**src/rtl/tadc_pkg.sv**
```systemverilog
package tadc_pkg;

    typedef enum logic [1:0] {
        ST_IDLE = 2'd0,
        ST_ARM  = 2'd1,
        ST_CONV = 2'd2
    } seq_state_t;

endpackage

```
**src/rtl/tadc_clkgen.sv**
```systemverilog
module tadc_clkgen #(
    parameter int HALF_DIV = 4
) (
    input  logic clk,
    input  logic rst_n,
    output logic cclk_o,
    output logic rise_o,
    output logic fall_o
);
    localparam int CW = (HALF_DIV > 1) ? $clog2(HALF_DIV) : 1;

    logic [CW-1:0] cnt_q;
    logic          wrap;

    assign wrap   = (cnt_q == CW'(HALF_DIV - 1));
    assign rise_o = wrap & ~cclk_o;
    assign fall_o = wrap & cclk_o;

    always_ff @(posedge clk) begin
        if (!rst_n) begin
            cnt_q  <= '0;
            cclk_o <= 1'b0;
        end else if (wrap) begin
            cnt_q  <= '0;
            cclk_o <= ~cclk_o;
        end else begin
            cnt_q  <= cnt_q + 1'b1;
        end
    end

    // level held between divider wraps
    p_level_hold_r2: assert property (@(posedge clk) disable iff (!rst_n)
        !wrap |=> $stable(cclk_o));

    // a rise event leads to a high clock
    p_rise_high_r2: assert property (@(posedge clk) disable iff (!rst_n)
        rise_o |=> cclk_o);

endmodule

```
**src/rtl/tadc_seq.sv**
```systemverilog
module tadc_seq
    import tadc_pkg::*;
#(
    parameter int PULSES = 14,
    parameter int CFG_W  = 13,
    parameter int RES_W  = 12,
    parameter int WARMUP = 2
) (
    input  logic clk,
    input  logic rst_n,
    input  logic start_i,
    input  logic rise_i,
    input  logic fall_i,
    output logic conv_n_o,
    output logic busy_o,
    output logic valid_o,
    output logic load_o,
    output logic shift_o,
    output logic cap_o,
    output logic last_o,
    output logic end_o
);
    localparam int PW = $clog2(PULSES + 1);
    localparam int WW = $clog2(WARMUP + 2);

    seq_state_t    state_q, state_d;
    logic [PW-1:0] pulse_q;
    logic          pend_q;
    logic [WW-1:0] warm_q;
    logic          in_conv, cyc_end, go_arm, req;

    assign in_conv = (state_q == ST_CONV);
    assign cyc_end = in_conv && fall_i && (pulse_q == PW'(PULSES));
    assign req     = pend_q || start_i;

    always_comb begin
        state_d = state_q;
        unique case (state_q)
            ST_IDLE: if (fall_i && req) state_d = ST_ARM;
            ST_ARM:  if (rise_i)        state_d = ST_CONV;
            ST_CONV: if (cyc_end)       state_d = req ? ST_ARM : ST_IDLE;
            default:                    state_d = ST_IDLE;
        endcase
    end

    assign go_arm  = (state_d == ST_ARM) && (state_q != ST_ARM);
    assign load_o  = go_arm;
    assign shift_o = in_conv && fall_i && (pulse_q >= PW'(1)) && (pulse_q <= PW'(CFG_W));
    assign cap_o   = in_conv && fall_i && (pulse_q >= PW'(2)) && (pulse_q <= PW'(RES_W + 1));
    assign last_o  = in_conv && fall_i && (pulse_q == PW'(RES_W + 1));
    assign end_o   = cyc_end;

    // state register process
    always_ff @(posedge clk) begin
        if (!rst_n) begin
            state_q <= ST_IDLE;
            pulse_q <= '0;
            pend_q  <= 1'b0;
            warm_q  <= '0;
        end else begin
            state_q <= state_d;
            if (state_q == ST_ARM && rise_i)
                pulse_q <= PW'(1);
            else if (in_conv && rise_i)
                pulse_q <= pulse_q + 1'b1;
            if (go_arm)
                pend_q <= 1'b0;
            else if (start_i)
                pend_q <= 1'b1;
            if (cyc_end && warm_q < WW'(WARMUP))
                warm_q <= warm_q + 1'b1;
        end
    end

    // output process
    always_ff @(posedge clk) begin
        if (!rst_n) begin
            conv_n_o <= 1'b1;
            busy_o   <= 1'b0;
            valid_o  <= 1'b0;
        end else begin
            if (go_arm)
                conv_n_o <= 1'b0;
            else if (in_conv && fall_i && pulse_q == PW'(1))
                conv_n_o <= 1'b1;
            busy_o  <= (state_d != ST_IDLE);
            valid_o <= last_o && (warm_q >= WW'(WARMUP));
        end
    end

    // strobe never low outside a busy conversion
    p_strobe_in_busy_r4: assert property (@(posedge clk) disable iff (!rst_n)
        !conv_n_o |-> busy_o);

    // pulse counter stays within one conversion
    p_pulse_range_r4: assert property (@(posedge clk) disable iff (!rst_n)
        pulse_q <= PW'(PULSES));

    // valid is a single-cycle pulse
    p_valid_pulse_r8: assert property (@(posedge clk) disable iff (!rst_n)
        valid_o |=> !valid_o);

    // no result before warm-up conversions are done
    p_valid_warm_r9: assert property (@(posedge clk) disable iff (!rst_n)
        valid_o |-> (warm_q >= WW'(WARMUP)));

    // a held request chains straight into the next conversion
    p_chain_r10: assert property (@(posedge clk) disable iff (!rst_n)
        (cyc_end && pend_q) |=> (state_q == ST_ARM));

endmodule

```
**src/rtl/tadc_shift.sv**
```systemverilog
module tadc_shift #(
    parameter int CFG_W = 13,
    parameter int RES_W = 12,
    parameter int NCH   = 3
) (
    input  logic                 clk,
    input  logic                 rst_n,
    input  logic                 load_i,
    input  logic                 shift_i,
    input  logic                 cap_i,
    input  logic                 last_i,
    input  logic                 end_i,
    input  logic [CFG_W-1:0]     cfg_i,
    input  logic [NCH-1:0]       din_i,
    output logic                 sdo_o,
    output logic [NCH*RES_W-1:0] res_o
);
    logic [CFG_W-1:0] cfg_q;

    always_ff @(posedge clk) begin
        if (!rst_n) begin
            cfg_q <= '0;
            sdo_o <= 1'b0;
        end else if (load_i) begin
            cfg_q <= cfg_i;
            sdo_o <= 1'b0;
        end else if (shift_i) begin
            sdo_o <= cfg_q[CFG_W-1];
            cfg_q <= {cfg_q[CFG_W-2:0], 1'b0};
        end else if (end_i) begin
            sdo_o <= 1'b0;
        end
    end

    for (genvar ch = 0; ch < NCH; ch++) begin : g_lane
        logic [RES_W-1:0] sr_q;
        logic [RES_W-1:0] res_q;

        always_ff @(posedge clk) begin
            if (!rst_n) begin
                sr_q  <= '0;
                res_q <= '0;
            end else begin
                if (cap_i)
                    sr_q <= {sr_q[RES_W-2:0], din_i[ch]};
                if (last_i)
                    res_q <= {sr_q[RES_W-2:0], din_i[ch]};
            end
        end

        assign res_o[ch*RES_W +: RES_W] = res_q;
    end

    // serial line returns low at the end of each conversion
    p_sdo_quiet_r5: assert property (@(posedge clk) disable iff (!rst_n)
        end_i && !load_i |=> !sdo_o);

    // last capture is always a capture edge
    p_last_is_cap_r6: assert property (@(posedge clk) disable iff (!rst_n)
        last_i |-> cap_i);

endmodule

```
**src/rtl/tadc_host.sv**
```systemverilog
module tadc_host #(
    parameter int HALF_DIV = 4,
    parameter int DAC_W    = 8,
    parameter int GAIN_W   = 2,
    parameter int SEL_W    = 3,
    parameter int RES_W    = 12,
    parameter int NCH      = 3,
    parameter int WARMUP   = 2
) (
    input  logic                 clk,
    input  logic                 rst_n,
    input  logic                 start_i,
    input  logic [DAC_W-1:0]     dac_i,
    input  logic [GAIN_W-1:0]    gain_i,
    input  logic [SEL_W-1:0]     sel_i,
    input  logic [NCH-1:0]       din_i,
    output logic                 cclk_o,
    output logic                 conv_n_o,
    output logic                 sdo_o,
    output logic [NCH*RES_W-1:0] res_o,
    output logic                 valid_o,
    output logic                 busy_o
);
    localparam int CFG_W  = DAC_W + GAIN_W + SEL_W;
    localparam int PULSES = CFG_W + 1;

    logic rise, fall, load, shift, cap, last, cyc_end;

    tadc_clkgen #(.HALF_DIV(HALF_DIV)) u_clkgen (
        .clk    (clk),
        .rst_n  (rst_n),
        .cclk_o (cclk_o),
        .rise_o (rise),
        .fall_o (fall)
    );

    tadc_seq #(
        .PULSES (PULSES),
        .CFG_W  (CFG_W),
        .RES_W  (RES_W),
        .WARMUP (WARMUP)
    ) u_seq (
        .clk      (clk),
        .rst_n    (rst_n),
        .start_i  (start_i),
        .rise_i   (rise),
        .fall_i   (fall),
        .conv_n_o (conv_n_o),
        .busy_o   (busy_o),
        .valid_o  (valid_o),
        .load_o   (load),
        .shift_o  (shift),
        .cap_o    (cap),
        .last_o   (last),
        .end_o    (cyc_end)
    );

    tadc_shift #(
        .CFG_W (CFG_W),
        .RES_W (RES_W),
        .NCH   (NCH)
    ) u_shift (
        .clk     (clk),
        .rst_n   (rst_n),
        .load_i  (load),
        .shift_i (shift),
        .cap_i   (cap),
        .last_i  (last),
        .end_i   (cyc_end),
        .cfg_i   ({dac_i, gain_i, sel_i}),
        .din_i   (din_i),
        .sdo_o   (sdo_o),
        .res_o   (res_o)
    );

    // strobe asserted only as the conversion clock falls
    p_strobe_on_fall_r3: assert property (@(posedge clk) disable iff (!rst_n)
        $fell(conv_n_o) |-> $fell(cclk_o));

    // serial line idle low outside conversions
    p_sdo_idle_r5: assert property (@(posedge clk) disable iff (!rst_n)
        !busy_o |-> !sdo_o);

endmodule

```
**config.mk**
```make
export PLATFORM = sky130hd
export DESIGN_NAME = tadc_host
export DESIGN_NICKNAME = d
export VERILOG_FILES = /design/src/rtl/tadc_pkg.sv /design/src/rtl/tadc_clkgen.sv /design/src/rtl/tadc_seq.sv /design/src/rtl/tadc_shift.sv /design/src/rtl/tadc_host.sv
export SDC_FILE = /design/constraint.sdc
export NUM_CORES = 1
export LEC_CHECK = 0
export ABC_AREA = 1
export ABC_CLOCK_PERIOD_IN_PS = 2100
export BUFFER_PORTS_ARGS = -buffer_cell sky130_fd_sc_hd__buf_2
export CORE_ASPECT_RATIO = 0.6
export CORE_MARGIN = 3
export CORE_UTILIZATION = 56
export CTS_CLUSTER_DIAMETER = 120
export CTS_CLUSTER_SIZE = 10
export DETAILED_ROUTE_END_ITERATION = 7
export PLACE_DENSITY = 0.8
export SYNTH_ARGS = -nofsm -noshare
export SYNTH_HDL_FRONTEND = slang
export SYNTH_SLANG_ARGS = --single-unit
```
**constraint.sdc**
```tcl
create_clock -name clk -period 2.1 [get_ports clk]
set_input_delay 0.315 -clock clk [delete_from_list [all_inputs] [get_ports clk]]
set_output_delay 0.315 -clock clk [all_outputs]
set_load 0.03 [all_outputs]
```
# Word level (Yosys, flattened, before mapping)
# Cells that the tools add are included.
[op_classes]
addsub = 3
n_mul = 0
n_div = 0
n_lt_le_gt_ge = 5
eq_ne = 8
shift = 0
muxes = 13
n_bitwise = 4
reduce_logical = 24
[op_table]
columns = ["cell", "n"]
rows = [
  ["$mux 13", 2],
  ["$logic_and 1x1->1", 14],
  ["$reduce_bool 2->1", 5],
  ["$eq 4x4->1 const B", 2],
  ["$mux 1", 7],
  ["$mux 2", 3],
  ["$pmux 2 s3", 1],
  ["$reduce_or 2->1", 3],
  ["$add 2x1->2 const B", 2],
  ["$add 4x1->4 const B", 1],
  ["$eq 2x1->1 const B", 2],
  ["$eq 2x2->1 const B", 2],
  ["$eq 4x1->1 const B", 1],
  ["$ge 4x1->1 const B", 1],
  ["$ge 4x2->1 const B", 1],
  ["$le 4x4->1 const B", 1],
  ["$and 1x1->1", 2],
  ["$ge 2x2->1 const B", 1],
  ["$logic_not 2->1", 1],
  ["$lt 2x2->1 const B", 1],
  ["$ne 2x1->1 const B", 1],
  ["$not 1->1", 2],
  ["$logic_or 1x1->1", 1],
]
[totals]
ff_bits = 98
latch_bits = 0
ramBits = 0
rom_bits = 0
inputBits = 19
out_inout_bits = 41
wordCells = 75
memories = 0

# Longest topological paths before layout
# Gate-level depths: netlist of run 1.
[depth]
ltp_word = 9
mapped_depth = 12
depth_no_buf = 11

# Cells and area by module
# Synthesis of run 1 repeated with hierarchy kept, for this count alone.
[unflattened]
cells_unflattened = 510
area_unflattened_um2 = 3834.9
[by_module_without_submodules]
columns = ["mod", "instances", "cells_each", "area_per_inst_um2", "seq_area_each_um2"]
rows = [
  ["tadc_shift", 1, 403, 3036.7, 1661.6],
  ["tadc_seq", 1, 92, 684.4, 240.2],
  ["tadc_clkgen", 1, 15, 113.9, 60.1],
]

# Worst setup path after synthesis of run 1
# No wires, ideal clock.
[synth_path]
path_kind = "reg2reg"
startpoint = "register u_clkgen.cnt_q[0]"
endpoint = "register u_shift.g_lane[0].sr_q[0]"
setup_time_ns = 0.119
arrival_time_ns = 1.462
required_time_ns = 1.981
path_slack_ns = 0.518
stages_incl_launch_ff = 9
n_path_buf = 2
period_less_slack_ns = 1.582
path_cell_list = "dfxtp_1 ha_1 nand2_2 nor2_4 nand3_1 buf_2 buf_2 o21ai_0 a21oi_1"
[synth_between]
elab_chain_cells = 5
[synth_rtl]
columns = ["item", "line_no", "text"]
rows = [
  ["start: declaration", "tadc_clkgen.sv:12", "logic [CW-1:0] cnt_q;"],
  ["start signal: assignment", "tadc_clkgen.sv:27", "cnt_q <= cnt_q + 1'b1;"],
  ["$eq 2x2->1", "tadc_clkgen.sv:15", "assign wrap = (cnt_q == CW'(HALF_DIV - 1));"],
  ["$and 1x1->1", "tadc_clkgen.sv:17", "assign fall_o = wrap & cclk_o;"],
  ["$logic_and 1x1->1 (3 in series)", "tadc_seq.sv:49", "assign cap_o = in_conv && fall_i && (pulse_q >= PW'(2)) && (pulse_q <= PW'(RES_W + 1));"],
  ["end signal: assignment", "tadc_shift.sv:45", "sr_q <= {sr_q[RES_W-2:0], din_i[ch]};"],
  ["end: declaration", "tadc_shift.sv:36", "logic [RES_W-1:0] sr_q;"],
]
# No other way between the ends.
# A chain may end at the register's enable or synchronous reset.

# Worst setup path after layout of run 1
[layout_path]
startpoint = "register u_clkgen.cnt_q[0]"
endpoint = "register u_shift.cfg_q[2]"
[layout_between]
elab_chain_cells = 9
word_cells_on_any_way = 16
classes_between = "eq/ne (2); mux (5); bitwise (2); reduce/logical (7)"
[layout_rtl]
columns = ["item", "line_no", "text"]
rows = [
  ["$eq 2x2->1 *", "tadc_clkgen.sv:15", ""],
  ["$and 1x1->1", "tadc_clkgen.sv:17", ""],
  ["$logic_and 1x1->1", "tadc_seq.sv:33, tadc_seq.sv:48", ""],
  ["$logic_and 1x1->1", "tadc_seq.sv:33", "assign cyc_end = in_conv && fall_i && (pulse_q == PW'(PULSES));"],
  ["$mux 2", "tadc_seq.sv:41", "ST_CONV: if (cyc_end) state_d = req ? ST_ARM : ST_IDLE;"],
  ["$pmux 2 s3", "tadc_seq.sv:38", "unique case (state_q)"],
  ["$eq 2x1->1", "tadc_seq.sv:46", "assign go_arm = (state_d == ST_ARM) && (state_q != ST_ARM);"],
  ["$logic_and 1x1->1", "tadc_seq.sv:46", ""],
  ["$mux 13 or $reduce_bool 2->1 (tied branches)", "n/a", ""],
  ["end signal: assignment", "tadc_shift.sv:25", "cfg_q <= cfg_i;"],
  ["end signal: assignment", "tadc_shift.sv:29", "cfg_q <= {cfg_q[CFG_W-2:0], 1'b0};"],
  ["end: declaration", "tadc_shift.sv:18", "logic [CFG_W-1:0] cfg_q;"],
]
# Every way passes the cells marked *; elsewhere a longest branch is shown, timed or not.

==> results of run 1 <==
-- routing by layer --
layer  global-route usage [%]  routed length (um)  vias to the layer above
li1                         -                   -                     1710
met1                    31.15                3940                     1543
met2                    33.07                3835                      144
met3                    7.273                 681                        6
met4                    4.667                  34                        0
met5                        0                   0                        -
-- state kept, by name (all words and copies together), names as in the netlist --
register,cells
u_seq.state_q,2
u_shift.cfg_q,13
u_shift.g_lane.res_q,36
u_seq.busy_o,1
u_seq.pend_q,1
u_clkgen.cnt_q,2
u_seq.warm_q,2
u_shift.g_lane.sr_q,33
u_shift.sdo_o,1
u_seq.conv_n_o,1
u_seq.valid_o,1
u_seq.pulse_q,4
u_clkgen.cclk_o,1
-- placed cells by master (no fill, tap or decap) --
cell and instances:
nor3_1 4, clkinv_1 1, nor3b_1 2, a211oi_1 1, a21oi_1 82, nand4_1 13, nor4_1 1, nand3_1 33
buf_2 59, buf_6 1, inv_1 66, or2_2 1, nand2_2 1, clkbuf_8 1, inv_6 3, nor2_1 21
nand2_4 2, clkbuf_16 9, ha_1 6, nand3_2 3, o21a_1 1, buf_12 1, nor2_4 1, inv_2 2
clkbuf_1 1, nand2_1 41, inv_8 1, o21ai_0 76, buf_4 10, clkinvlp_4 1, dfxtp_1 98
-- cells by family after synthesis --
logic type	Yosys count	synth area share [%]
AND/OR/NAND/NOR	123	15.40
buffers and inverters	100	10.62
AO/OA/AOI/OAI	160	20.97
flip-flops	98	51.06
adder cells (fa/ha/maj)	6	1.954
-- worst min-delay path: cells and delay by family --
kind            cells  cell delay [ps]
compound gates      1               70
buf+inv             1               90
simple gates        1               70
-- per-stage QoR --
| step | util [%] | hold slack [ps] |
|---|---|---|
| 6_report | 70.36 | 250.0 |
| 2_1_floorplan | - | 404.3 |
| 3_3_place_gp | 65.79 | 413.7 |
| 4_1_cts | 70.30 | 240.8 |
| 3_5_place_dp | 65.79 | 434.2 |
| 5_1_grt | 70.36 | 262.1 |
-- area by class of cell --
| class | count | area [um^2] |
|---|---|---|
| Clock inverter | 5 | 45.04 |
| Multi-Input combinational cell | 289 | 1478 |
| Clock buffer | 11 | 242.7 |
| Inverter | 69 | 259.0 |
| Tap cell | 84 | 105.1 |
| Sequential cell | 98 | 1962 |
| Fill cell | 515 | 1893 |
| Timing Repair Buffer | 71 | 401.6 |
-- what timing repair did --
action / CTS / global route
setup endpoints to repair: 0 / 12
gates resized for setup: 0 / 1
hold endpoints to repair: 0 / 0
-- power by group through the flow --
stage / clock network [mW] / logic, mW / registers [mW]
finish: 1.56 / 0.103 / 1.88
global route: 1.66 / 0.118 / 1.88
CTS: 1.60 / 0.103 / 1.87
detailed placement: 0 / 0.102 / 1.92
global placement: 0 / 0.0983 / 1.92
floorplan: 0 / 0.0620 / 1.92
-- how the worst min path moves through the flow --
stage                     cells past startpoint  slack [ps]                         end         startpoint
after floorplan                               1         400           u_clkgen.cnt_q[0]  u_clkgen.cnt_q[0]
after global placement                        1         410           u_clkgen.cnt_q[0]  u_clkgen.cnt_q[0]
after global routing                          3         260  u_shift.g_lane[1].res_q[0]           din_i[1]
after detailed placement                      1         430           u_clkgen.cnt_q[0]  u_clkgen.cnt_q[0]
final                                         3         250  u_shift.g_lane[1].res_q[0]           din_i[1]
after CTS                                     3         240  u_shift.g_lane[1].res_q[0]           din_i[1]
==> flow_summary_export.csv, run 1 <==
group,metric,value,unit
sta,period_share,90.30,%
clocking,holdBufCountCts,0,
detailed_routing,drt_iter0_drc,266,
global_route,antenna_found_initial,0,
logic_synthesis,synth_edf_count,0,
clocking,numClockSinks,98,
floorplan,io_pins,60,
worst_setup_path,r2r-start,"u_clkgen.cnt_q[0]",
floorplan,std_cell_rows,22,
detailed_routing,post-route-drc-count,0,
global_route,track_usage,22.10,%
worst_setup_path,ff2ff_path_depth,9,
final_layout,area_growth,16.93,%
worst_setup_path,cp-startpoint,"u_clkgen.cnt_q[0]",
detailed_routing,finalWirelength,8.491,mm
place,hpwlAfterDp,5.719,mm
worst_setup_path,crit_end,"u_shift.cfg_q[2]",
sta,setup_slack,203.7,ps
floorplan,die_w,112.9,um
place,io_buffer_count,59,
detailed_routing,wl_per_cell,13.54,um
final_layout,fin_cells,627,
worst_setup_path,worstPathBufferInverterCount,0,
clocking,h-tree-depth,3,
power,switching_share,21.90,%
floorplan,die_area,7924,um^2
floorplan,core_area,6386,um^2
clocking,cts_setup_buffers,0,
power,p_int,2.765,mW
run_status,status,"complete, no violations",
global_route,gr-total-overflow,0,
power,pwr-share-comb,2.9,%
place,dpl_worst_slack,242.0,ps
clocking,cts_buffers,9,
logic_synthesis,synth_ff_type,"dfxtp_1",
worst_setup_path,worstPathRequired,2360,ps
worst_setup_path,path_cells,"ha_1, nand2_2, nor2_4, nand3_2, nand2_4, nand2_4, nand2_1, nand2_1, a21oi_1",
clocking,cts_root_buffer,"clkbuf_16",
power,finalPower,3.540,mW
detailed_routing,viasPerCell,5.427,
logic_synthesis,synth_warnings,0,
clocking,worstSkewPairLatency,330,ps
logic_synthesis,synthTopCellsByCount,"dfxtp_1 (98), a21oi_1 (82), o21ai_0 (76)",
power,leakage,1.909,nW
sta,period_minus_slack,1896,ps
logic_synthesis,ys_ff_latch,98,
place,placed_area,4202,um^2
logic_synthesis,yosysTopAreaCell,"dfxtp_1",
logic_synthesis,synth_most_common_cell,"dfxtp_1",
global_route,grt_pass1_wl,14.52,mm
worst_setup_path,rrSetupSlack,200,ps
power,p_per_area,787.8,nW/um^2
clocking,clk_pin_slew,70,ps
power,p_clk_share,44.1,%
worst_setup_path,crit_type,"reg -> reg",
sta,finalMaxSlewViolations,0,
power,p_seq_share,53.0,%
logic_synthesis,synth_area_leaders,"dfxtp_1 (51%), a21oi_1 (11%), o21ai_0 (9.9%)",
floorplan,die_y,70.17,um
logic_synthesis,postSynthCellCount,487,
sta,timing.fmax,527.3,MHz
clocking,cts_max_path_buffers,2,
final_layout,n_antenna_cell,0,
worst_setup_path,worstPathMaxFanout,27,
global_route,grt_max_degree,70,
worst_setup_path,critPathSlowestCell,"dfxtp_1",
detailed_routing,firstDrtPassIters,5,
sta,fin_tns_setup,0,ps
power,p_sw,0.7752,mW
final_layout,layout-drive-gt1-share,17.68,%
sta,tightest_slew,507.8,ps
detailed_routing,dr_total_vias,3403,
sta,final-hold-violation-count,0,
final_layout,num-nets-final,563,
worst_setup_path,crit_cells,9,
global_route,grt_pass1_vias,3122,
worst_setup_path,worst_setup_path_start_kind,"flop",
place,gp_congestion,0.8548,
min_path,worstHoldPathType,"in -> reg",
logic_synthesis,synth_top_area_share,51.06,%
worst_setup_path,rr_endpoint,"u_shift.cfg_q[2]",
worst_setup_path,critical_path.max_stage_delay,340,ps
logic_synthesis,seq_area_frac_synth,51.06,%
clocking,cts_tree,"yes",
worst_setup_path,arrival,2160,ps
logic_synthesis,synth_nets,512,
detailed_routing,ant_nets,0,
logic_synthesis,ys_async_sr_fraction,0,%
logic_synthesis,synth.distinct_cells,25,
logic_synthesis,syn_avg_cell_area,7.890,um^2
sta,rsz0062_at_grt,"no",
final_layout,design_area,4493,um^2
sta,maxSlewHeadroom,66.11,%
worst_setup_path,critPathCaptureType,"flop",
floorplan,start_util,60.17,%
sta,finalSetupViolations,0,
flow_run,cap_violations,0,
power,ir_worst_vdd,0.4928,mV
place,dpl.cell_count,611,
logic_synthesis,synth_area,3842,um^2
worst_setup_path,critPathTopFamily,"simple AND/OR/NAND/NOR gates",
sta,fin_worst_skew,7.537,ps
Power figures use the tool's default switching activity.
==> inputs of run 2 (changes only) <==
--- a/config.mk
+++ b/config.mk
@@ -6,15 +6,15 @@
 export NUM_CORES = 1
 export LEC_CHECK = 0
 export ABC_AREA = 1
-export ABC_CLOCK_PERIOD_IN_PS = 2100
-export BUFFER_PORTS_ARGS = -buffer_cell sky130_fd_sc_hd__buf_2
+export ABC_CLOCK_PERIOD_IN_PS = 1750
 export CORE_ASPECT_RATIO = 0.6
 export CORE_MARGIN = 3
-export CORE_UTILIZATION = 56
+export CORE_UTILIZATION = 62
 export CTS_CLUSTER_DIAMETER = 120
 export CTS_CLUSTER_SIZE = 10
 export DETAILED_ROUTE_END_ITERATION = 7
-export PLACE_DENSITY = 0.8
+export DONT_BUFFER_PORTS = 1
+export PLACE_DENSITY = 0.79
 export SYNTH_ARGS = -nofsm -noshare
 export SYNTH_HDL_FRONTEND = slang
 export SYNTH_SLANG_ARGS = --single-unit
==> constraint.sdc (replaced) <==
create_clock -name clk -period 1.75 [get_ports clk]
set_input_delay 0.2625 -clock clk [delete_from_list [all_inputs] [get_ports clk]]
set_output_delay 0.2625 -clock clk [all_outputs]
set_load 0.03 [all_outputs]
==> run 2 against run 1 <==
Compared with the run above:
- count of clock-buffer cells in the layout shrank 1
- core utilization grew 2.7 points
- wire length increased by 0.28%
- fmax increased by 17%
- non-clock buffer count decreased by 56
- first-iteration DRC count fell by 5.3%
- clock skew is 6.9 ps higher
- critical path type unchanged
- largest power group unchanged
==> flow_summary_export.csv, run 2 (synthesized netlist as in run 1, its figures left out) <==
group,metric,value,unit
run_status,status,"complete, no violations",
worst_setup_path,worstPathMaxFanout,33,
power,p_int,3.005,mW
power,switching_share,22.58,%
global_route,grt_max_degree,77,
detailed_routing,drt_iter0_drc,252,
sta,timing.fmax,616.4,MHz
clocking,clk_pin_slew,100,ps
sta,finalMaxSlewViolations,0,
clocking,h-tree-depth,3,
final_layout,post-route-util,73.03,%
final_layout,largest_reg_flops,36,
sta,tightest_slew,529.5,ps
worst_setup_path,critPathSlowestCell,"dfxtp_2",
final_layout,fill_cells,462,
final_layout,fin_cells,567,
place,gp_congestion,0.8834,
final_layout,n_antenna_cell,0,
power,p_seq_share,58.0,%
detailed_routing,viasPerCell,5.626,
power,pwr-share-comb,2.1,%
power,finalPower,3.882,mW
worst_setup_path,critPathCaptureType,"flop",
sta,holdWs,34.86,ps
floorplan,io_pins,60,
global_route,antenna_found_initial,0,
final_layout,final_common_cell,"dfxtp_1",
worst_setup_path,worst_setup_path_start_kind,"flop",
sta,period_share,92.70,%
final_layout,final_cell_mix,"dfxtp_1 (96), a21oi_1 (82), o21ai_0 (74), inv_1 (66), nand2_1 (40)",
clocking,cts_setup_buffers,0,
floorplan,core_area,5781,um^2
detailed_routing,firstDrtPassIters,5,
global_route,grt_pass1_vias,2859,
clocking,cts_tree,"yes",
sta,fin_worst_skew,14.41,ps
power,p_sw,0.8768,mW
min_path,hold_depth,2,
sta,finalSetupViolations,0,
clocking,cts_buffers,9,
power,leakage,1.619,nW
sta,final-hold-violation-count,0,
final_layout,layout-drive-gt1-share,9.651,%
floorplan,die_w,107.6,um
detailed_routing,finalWirelength,8.515,mm
final_layout,area_growth,9.867,%
floorplan,die_y,66.98,um
worst_setup_path,worstPathRequired,2010,ps
flow_run,cap_violations,0,
worst_setup_path,crit_type,"reg -> reg",
final_layout,largest-register,"u_shift.g_lane.res_q",
place,dpl.cell_count,549,
detailed_routing,wl_per_cell,15.02,um
floorplan,start_util,66.47,%
power,p_per_area,919.6,nW/um^2
power,ir_worst_vdd,0.5451,mV
floorplan,die_area,7209,um^2
sta,period_minus_slack,1622,ps
final_layout,reg_top3,"u_shift.g_lane.res_q x36, u_shift.g_lane.sr_q x33, u_shift.cfg_q x13",
detailed_routing,ant_nets,0,
worst_setup_path,arrival,1880,ps
clocking,worstSkewPairLatency,370,ps
detailed_routing,post-route-drc-count,0,
global_route,track_usage,24.25,%
clocking,numClockSinks,98,
min_path,worstHoldPathType,"in -> reg",
floorplan,std_cell_rows,21,
worst_setup_path,critical_path.max_stage_delay,350,ps
detailed_routing,dr_total_vias,3190,
sta,maxSlewHeadroom,64.48,%
global_route,grt_pass1_wl,13.71,mm
place,hpwlAfterDp,5.580,mm
clocking,cts_root_buffer,"clkbuf_8",
place,io_buffer_count,0,
power,p_clk_share,39.9,%
final_layout,num-nets-final,507,
worst_setup_path,path_cells,"inv_1, ha_2, nor2_1, nand2_1, nand3_2, buf_12, o21ai_0, a21oi_1",
global_route,gr-total-overflow,0,
clocking,cts_max_path_buffers,2,
worst_setup_path,ff2ff_path_depth,8,
[run 2: power groups by stage]
| stage | Clock, mW | Sequential, mW | Combinational, mW |
|---|---|---|---|
| finish | 1.55 | 2.25 | 0.0827 |
| global route | 1.68 | 2.25 | 0.0970 |
| CTS | 1.59 | 2.25 | 0.0818 |
| detailed placement | 0 | 2.30 | 0.0781 |
| global placement | 0 | 2.30 | 0.0752 |
| floorplan | 0 | 2.30 | 0.0744 |
[run 2: path summary, 6_finish.rpt]
| kind | from | endpoint | slack, ps |
|---|---|---|---|
| setup / recovery | u_seq.pulse_q[1] | u_shift.g_lane[1].sr_q[6] | 130 |
| hold / removal | rst_n | u_shift.g_lane[1].sr_q[0] | 30 |
| hold reg to reg | u_clkgen.cnt_q[0] | u_clkgen.cnt_q[0] | 440 |
| setup reg to reg | u_seq.pulse_q[1] | u_shift.g_lane[1].sr_q[6] | 130 |
[run 2: layout make-up]
type                            instances  area [um^2]  area share, %
Tap cell                               80        100.1          2.371
Inverter                               69        259.0          6.135
Timing Repair Buffer                   15        182.7          4.327
Clock inverter                          6        76.32          1.808
Clock buffer                           10        137.6          3.260
Sequential cell                        98         1964          46.53
Multi-Input combinational cell        289         1501          35.57
[run 2: layer usage]
metal / track usage, % / vias to the layer above / part of all wire, %
met5: 0 / - / 0
met1: 33.31 / 1474 / 46
met3: 6.873 / 12 / 7.8
met2: 36.38 / 105 / 45
met4: 8.819 / 0 / 1.3
li1: - / 1599 / -
[run 2: timing repair]
action / in CTS / in global routing
resized for setup: 0 / 10
hold buffers: 1 / 0
endpoints found under the setup margin: 0 / 52
endpoints found under the hold margin: 2 / 0
[run 2: worst max-delay path, delay by kind of cell, from the launching register on]
| family | cells | cell delay [ps] |
|---|---|---|
| AO/OA/AOI/OAI | 2 | 250 |
| adder cells (fa/ha/maj) | 1 | 230 |
| AND/OR/NAND/NOR | 3 | 350 |
| flip-flops | 1 | 350 |
| buffers and inverters | 2 | 330 |
[run 2: per-stage QoR]
stage | setup WS [ps] | setup TNS, ps | area, um^2
floorplan | 168.5 | 0 | 3842
global placement | 221.9 | 0 | 3946
detailed placement | 123.5 | 0 | 3946
CTS | 81.82 | 0 | 4170
global route | -5.033 | -5.033 | 4222
finish | 127.7 | 0 | 4222
